$ cat config.mk
export PLATFORM = sky130hd
export DESIGN_NAME = idx_reg_port
export DESIGN_NICKNAME = d
export VERILOG_FILES = /design/src/rtl/idxp_pkg.sv /design/src/rtl/idxp_host_side.sv /design/src/rtl/idxp_sequencer.sv /design/src/rtl/idxp_out_buf.sv /design/src/rtl/idx_reg_port.sv
export SDC_FILE = /design/constraint.sdc
export NUM_CORES = 1
export LEC_CHECK = 0
export BUFFER_PORTS_ARGS = -buffer_cell sky130_fd_sc_hd__buf_2
export CAP_MARGIN = 20
export CORE_UTILIZATION = 40
export CTS_BUF_LIST = sky130_fd_sc_hd__clkbuf_4 sky130_fd_sc_hd__clkbuf_8
export DETAILED_ROUTE_END_ITERATION = 12
export HOLD_SLACK_MARGIN = 0.06
export PLACE_DENSITY = 0.74
export REMOVE_ABC_BUFFERS = 1
export SLEW_MARGIN = 10
export SYNTH_ARGS = -nofsm -noshare
export SYNTH_HDL_FRONTEND = slang
export SYNTH_SLANG_ARGS = --single-unit
$ cat constraint.sdc
create_clock -name clk -period 1.45 [get_ports clk]
set_input_delay 0.0725 -clock clk [delete_from_list [all_inputs] [get_ports clk]]
set_output_delay 0.0725 -clock clk [all_outputs]
set_load 0.005 [all_outputs]
$ cat src/rtl/idxp_pkg.sv
package idxp_pkg;

  localparam logic [7:0] CMD_READ  = 8'h80;
  localparam logic [7:0] CMD_WRITE = 8'h81;

  typedef enum logic [1:0] {
    SQ_IDLE    = 2'd0,
    SQ_RD_ADDR = 2'd1,
    SQ_WR_ADDR = 2'd2,
    SQ_WR_DATA = 2'd3
  } seq_state_t;

  typedef struct packed {
    seq_state_t nxt;
    logic       fire_rd;
    logic       fire_wr;
    logic       take_addr;
    logic       take_data;
  } seq_step_t;

  // One consumed byte moves the sequencer one step.
  function automatic seq_step_t seq_step(input seq_state_t cur,
                                         input logic       is_cmd,
                                         input logic [7:0] b);
    seq_step_t s;
    s = '{nxt: cur, fire_rd: 1'b0, fire_wr: 1'b0,
          take_addr: 1'b0, take_data: 1'b0};
    if (is_cmd) begin
      if (b == CMD_READ)       s.nxt = SQ_RD_ADDR;
      else if (b == CMD_WRITE) s.nxt = SQ_WR_ADDR;
      else                     s.nxt = SQ_IDLE;
    end else begin
      unique case (cur)
        SQ_IDLE:    s.nxt = SQ_IDLE;
        SQ_RD_ADDR: begin
          s.take_addr = 1'b1;
          s.fire_rd   = 1'b1;
          s.nxt       = SQ_IDLE;
        end
        SQ_WR_ADDR: begin
          s.take_addr = 1'b1;
          s.nxt       = SQ_WR_DATA;
        end
        SQ_WR_DATA: begin
          s.take_data = 1'b1;
          s.fire_wr   = 1'b1;
          s.nxt       = SQ_IDLE;
        end
        default:    s.nxt = SQ_IDLE;
      endcase
    end
    return s;
  endfunction

  function automatic logic [7:0] status_byte(input logic rdy,
                                             input logic busy,
                                             input logic cflag);
    return {4'b0000, cflag, 1'b0, busy, rdy};
  endfunction

endpackage

$ cat src/rtl/idxp_host_side.sv
module idxp_host_side #(
  parameter int HAW         = 3,
  parameter int DW          = 8,
  parameter int DATA_OFS    = 0,
  parameter int CTRL_OFS    = 4,
  parameter int BUSY_CYCLES = 2
) (
  input  logic           clk,
  input  logic           rst_n,
  input  logic [HAW-1:0] host_addr,
  input  logic           host_wr,
  input  logic [DW-1:0]  host_wdata,
  output logic           ibf,
  output logic           cmd_flag,
  output logic           host_accept,
  output logic           pend_vld,
  output logic [DW-1:0]  pend_byte,
  output logic           pend_is_cmd
);

  localparam int CW = $clog2(BUSY_CYCLES + 1);
  localparam logic [CW-1:0] BUSY_LOAD = CW'(BUSY_CYCLES);

  logic [CW-1:0] busy_cnt;
  logic          is_data;
  logic          is_ctrl;

  assign is_data     = (host_addr == HAW'(DATA_OFS));
  assign is_ctrl     = (host_addr == HAW'(CTRL_OFS));
  assign ibf         = (busy_cnt != '0);
  assign host_accept = host_wr && !ibf && (is_data || is_ctrl);

  always_ff @(posedge clk or negedge rst_n) begin
    if (!rst_n) begin
      busy_cnt    <= '0;
      pend_vld    <= 1'b0;
      pend_byte   <= '0;
      pend_is_cmd <= 1'b0;
      cmd_flag    <= 1'b0;
    end else if (host_accept) begin
      busy_cnt    <= BUSY_LOAD;
      pend_vld    <= 1'b1;
      pend_byte   <= host_wdata;
      pend_is_cmd <= is_ctrl;
      cmd_flag    <= is_ctrl;
    end else begin
      pend_vld <= 1'b0;
      if (busy_cnt != '0) busy_cnt <= busy_cnt - 1'b1;
    end
  end

endmodule

$ cat src/rtl/idxp_sequencer.sv
module idxp_sequencer
  import idxp_pkg::*;
#(
  parameter int DW = 8,
  parameter int AW = 8
) (
  input  logic          clk,
  input  logic          rst_n,
  input  logic          pend_vld,
  input  logic [DW-1:0] pend_byte,
  input  logic          pend_is_cmd,
  output logic          reg_rd_stb,
  output logic          reg_wr_stb,
  output logic [AW-1:0] reg_addr,
  output logic [DW-1:0] reg_wdata,
  output seq_state_t    seq_state
);

  seq_step_t step;

  always_comb begin
    step = seq_step(seq_state, pend_is_cmd, 8'(pend_byte));
  end

  always_ff @(posedge clk or negedge rst_n) begin
    if (!rst_n) begin
      seq_state  <= SQ_IDLE;
      reg_rd_stb <= 1'b0;
      reg_wr_stb <= 1'b0;
      reg_addr   <= '0;
      reg_wdata  <= '0;
    end else begin
      reg_rd_stb <= 1'b0;
      reg_wr_stb <= 1'b0;
      if (pend_vld) begin
        seq_state  <= step.nxt;
        reg_rd_stb <= step.fire_rd;
        reg_wr_stb <= step.fire_wr;
        if (step.take_addr) reg_addr  <= AW'(pend_byte);
        if (step.take_data) reg_wdata <= pend_byte;
      end
    end
  end

endmodule

$ cat src/rtl/idxp_out_buf.sv
module idxp_out_buf #(
  parameter int DW = 8
) (
  input  logic          clk,
  input  logic          rst_n,
  input  logic          reg_rd_stb,
  input  logic [DW-1:0] reg_rdata,
  input  logic          data_rd_evt,
  output logic          obf,
  output logic [DW-1:0] out_byte
);

  always_ff @(posedge clk or negedge rst_n) begin
    if (!rst_n) begin
      obf      <= 1'b0;
      out_byte <= '0;
    end else if (reg_rd_stb) begin
      obf      <= 1'b1;
      out_byte <= reg_rdata;
    end else if (data_rd_evt) begin
      obf <= 1'b0;
    end
  end

endmodule

$ cat src/rtl/idx_reg_port.sv
module idx_reg_port
  import idxp_pkg::*;
#(
  parameter int HAW         = 3,
  parameter int DW          = 8,
  parameter int AW          = 8,
  parameter int DATA_OFS    = 0,
  parameter int CTRL_OFS    = 4,
  parameter int BUSY_CYCLES = 2
) (
  input  logic           clk,
  input  logic           rst_n,
  input  logic [HAW-1:0] host_addr,
  input  logic           host_wr,
  input  logic           host_rd,
  input  logic [DW-1:0]  host_wdata,
  output logic [DW-1:0]  host_rdata,
  output logic [AW-1:0]  reg_addr,
  output logic [DW-1:0]  reg_wdata,
  output logic           reg_wr_stb,
  output logic           reg_rd_stb,
  input  logic [DW-1:0]  reg_rdata
);

  logic          ibf;
  logic          obf;
  logic          cmd_flag;
  logic          host_accept;
  logic          data_rd_evt;
  logic          pend_vld;
  logic [DW-1:0] pend_byte;
  logic          pend_is_cmd;
  logic [DW-1:0] out_byte;
  seq_state_t    seq_state;

  assign data_rd_evt = host_rd && (host_addr == HAW'(DATA_OFS));

  idxp_host_side #(
    .HAW(HAW), .DW(DW), .DATA_OFS(DATA_OFS), .CTRL_OFS(CTRL_OFS),
    .BUSY_CYCLES(BUSY_CYCLES)
  ) u_host (
    .clk(clk), .rst_n(rst_n), .host_addr(host_addr), .host_wr(host_wr),
    .host_wdata(host_wdata), .ibf(ibf), .cmd_flag(cmd_flag),
    .host_accept(host_accept), .pend_vld(pend_vld), .pend_byte(pend_byte),
    .pend_is_cmd(pend_is_cmd)
  );

  idxp_sequencer #(.DW(DW), .AW(AW)) u_seq (
    .clk(clk), .rst_n(rst_n), .pend_vld(pend_vld), .pend_byte(pend_byte),
    .pend_is_cmd(pend_is_cmd), .reg_rd_stb(reg_rd_stb),
    .reg_wr_stb(reg_wr_stb), .reg_addr(reg_addr), .reg_wdata(reg_wdata),
    .seq_state(seq_state)
  );

  idxp_out_buf #(.DW(DW)) u_out (
    .clk(clk), .rst_n(rst_n), .reg_rd_stb(reg_rd_stb),
    .reg_rdata(reg_rdata), .data_rd_evt(data_rd_evt), .obf(obf),
    .out_byte(out_byte)
  );

  always_comb begin
    if (host_addr == HAW'(CTRL_OFS))
      host_rdata = DW'(status_byte(obf, ibf, cmd_flag));
    else if (host_addr == HAW'(DATA_OFS))
      host_rdata = out_byte;
    else
      host_rdata = '0;
  end

endmodule

==> results.md <==
- Core Box Area: 4030 um^2
- Synth top area share: 60.3%
- Prevailing post-synth register cell: dfrtp_1
- Sum Neg Setup Slack: -0.0203 ns
- Largest net degree at the start of global routing: 42
- Drt drc: 0
- Post-synth EDFFs: 0
- Global route overflow: 0
- Fillcell total: 321
- Crit path launch: u_host.busy_cnt[0]
- Cell count after placement: 221
- PD cells: 1660 nW/um^2
- # diodes: 0
- Cell count after synthesis: 118
- Die area: 4520 um^2
- Cell Count, Final, Fillers Out: 252
- RD Place Congestion: 0.729
- Worst EP required: 1.38 ns
- Vias: 1229
- Period minus WS final: 1.47 ns
- CTS buffer count: 5
- CP cell instances: inv_2 -> ha_4 -> buf_6 -> a2111oi_4 -> buf_2
- Global Route Usage Sum: 17.1%
- Synth Warn #: 0
- Crit share post-route: 101%
- Sink Count: 41
- Initial antenna violation count: 0
- Starting Density: 42.2%
- Slowest CP cell: dfrtp_1
- Die width: 67.2 um
- Unrepaired setup endpoints after global routing: yes
- Layout cell share with drive strength beyond 1: 54.5%
- Class of the worst hold path: primary input to flop
- Seq cells post-synth: 41
- CP max stage delay: 0.36 ns
- Reg area: 1030 um^2
- PortBufs: 48
- Yosys top cell by area: dfrtp_1
- # nets final: 228
- Pre-antenna DRT Iters: 2
- Sequential area share after synthesis: 60.3%
- Synth Area per Inst: 14.4 um^2
- DR iter-0 viols: 17
- Most common cell in the netlist: dfrtp_1
- Status: finished with violations
- Root buf cell: clkbuf_8
- Area of the multi-input gates: 747 um^2
- Synth cell types: 24
- Hold Crit Start: host_addr[2]
- Clock Path Buffers: 2
- LEAKAGE: 1.32 nW
- Worst Path Max Fanout: 2
- Most instantiated cells after synthesis: dfrtp_1, mux2_2, and2_1, inv_1
- Global-route wire length before repair: 5500 um
- Crit start category: flop
- Largest cells by area after synthesis: dfrtp_1, mux2_2, ha_1, mux2i_1, and2_1
- Max transition margin: 65.4%
- Setup violators final: 1
- Antenna Violating Nets Remaining: 0
- Number of global-route vias before repair: 1237
- Total Wirelength: 3630 um
- Max Slew Vio Count: 0
- H-tree depth: 2
- Final hold violations: 0
- Mapped Area: 1700 um^2
- DIE HEIGHT: 67.2 um
- Area growth, synth to finish: 46.3%
- Violated checks: setup timing
- Async SR Flop Fraction: 100%
- Critical path class: flop to primary output
- Worst slew pin tran: 0.515 ns
- Reg2reg start: u_host.busy_cnt[1]
- Cell row count: 23
- Vias per std cell: 4.88
- Crit end category: primary output
- Post-DP HPWL: 2360 um
- CTS tree: done
- Post-route worst setup slack: -0.0203 ns
- Worst clock skew: 0.00559 ns
- WP data arrival: 1.40 ns
- Max IR drop VDD: 0.869 mV
- Ports: 49
- Max cap viols: 0
- CTS clock-pin slew for the worst setup and hold paths: 0.07 ns
- F_max: 680 MHz
- WL per Instance: 14.4 um
- Clock Latency Late Sink: 0.29 ns
cell usage in the layout, fill, tap and decap left out, types with 2 or more instances in the layout:
master          n
dfrtp_1        41
nor2b_2         2
ha_1            3
inv_2           2
nor2_1          3
mux2_4         17
buf_6           2
nor3_1          3
a31oi_1         2
buf_2          48
and2_1          6
inv_1           4
dlygate4sd3_1  18
buf_4           9
mux2_2         16
mux2i_1         4
clkbuf_8        7
layer usage:
metal / global-route usage [%] / share of wire, % / up-vias
met5: 0 / 0 / -
met4: 7.18 / 1.5 / 0
met3: 4.90 / 6.0 / 5
met2: 31.5 / 50 / 45
met1: 18.1 / 42 / 602
li1: - / - / 577
kinds of logic after synthesis:
logic type | count (synthesis) | share of synthesized area, %
AOI/OAI and AO/OA | 5 | 2.13
adders and majority gates | 4 | 2.94
buffers and inverters | 8 | 1.99
DFF | 41 | 60.3
muxes | 37 | 24.2
and+or+nand+nor | 23 | 8.46
worst max-delay path, delay by kind of cell (launching register included):
family | cells | cell delay (ns)
adder cells (fa/ha/maj) | 1 | 0.16
AO/OA/AOI/OAI | 1 | 0.26
flip-flops | 1 | 0.36
buffers and inverters | 3 | 0.33
final cells by class:
class | instances | area share, %
sequential | 41 | 41.2
multi-input combinational | 69 | 30.0
timing repair buffer | 78 | 21.3
clock buffer | 7 | 3.87
tap | 50 | 2.51
inverter | 6 | 0.905
clock inverter | 1 | 0.201
through the flow:
step	total power [mW]	utilization, %	worst slack [ns]	hold slack, ns	instance area (um^2)
6_report	4.14	61.8	-0.0203	0.161	2490
3_5_place_dp	2.98	51.1	-0.0361	0.162	2060
3_3_place_gp	2.89	51.1	0.0136	0.148	2060
5_1_grt	4.44	61.8	-0.0673	0.173	2490
2_1_floorplan	2.48	-	-0.152	-0.223	1690
4_1_cts	4.00	59.8	-0.0219	0.154	2410
timing repair:
action,4_1_cts,5_1_grt
gates resized for setup,11,18
setup buffers,3,2
hold buffers,18,0
pin swaps,2,0
endpoints found under the hold margin,58,0
endpoints found under the setup margin,18,26
report_power, final:
group | internal (mW) | total, mW | leakage (nW) | switching, mW
sequential | 1.60 | 1.90 | 0.539 | 0.300
combinational | 0.927 | 1.45 | 0.731 | 0.523
clock | 0.430 | 0.793 | 0.0542 | 0.363
sequential cells by signal, indices dropped and copies added (netlist names):
signal / cells
u_host.busy_cnt: 2
u_host.cmd_flag: 1
u_seq.reg_addr: 8
u_seq.seq_state: 2
u_host.pend_vld: 1
u_out.out_byte: 8
u_host.pend_byte: 8
u_seq.reg_rd_stb: 1
u_out.obf: 1
u_seq.reg_wdata: 8
u_seq.reg_wr_stb: 1
worst paths after layout:
check | endpoint | slack [ns] | depth (start not counted)
setup / recovery | host_rdata[1] | -0.02 | 5
hold / removal | u_host.cmd_flag | 0.16 | 2
setup reg to reg | u_host.pend_byte[0] | 0.02 | 6
hold reg to reg | u_out.obf | 0.48 | 1
max in group asynchronous | u_seq.reg_wdata[2] | 0.74 | 3
min in group asynchronous | u_host.busy_cnt[0] | 0.37 | 3
Power figures use the tool's default switching activity.
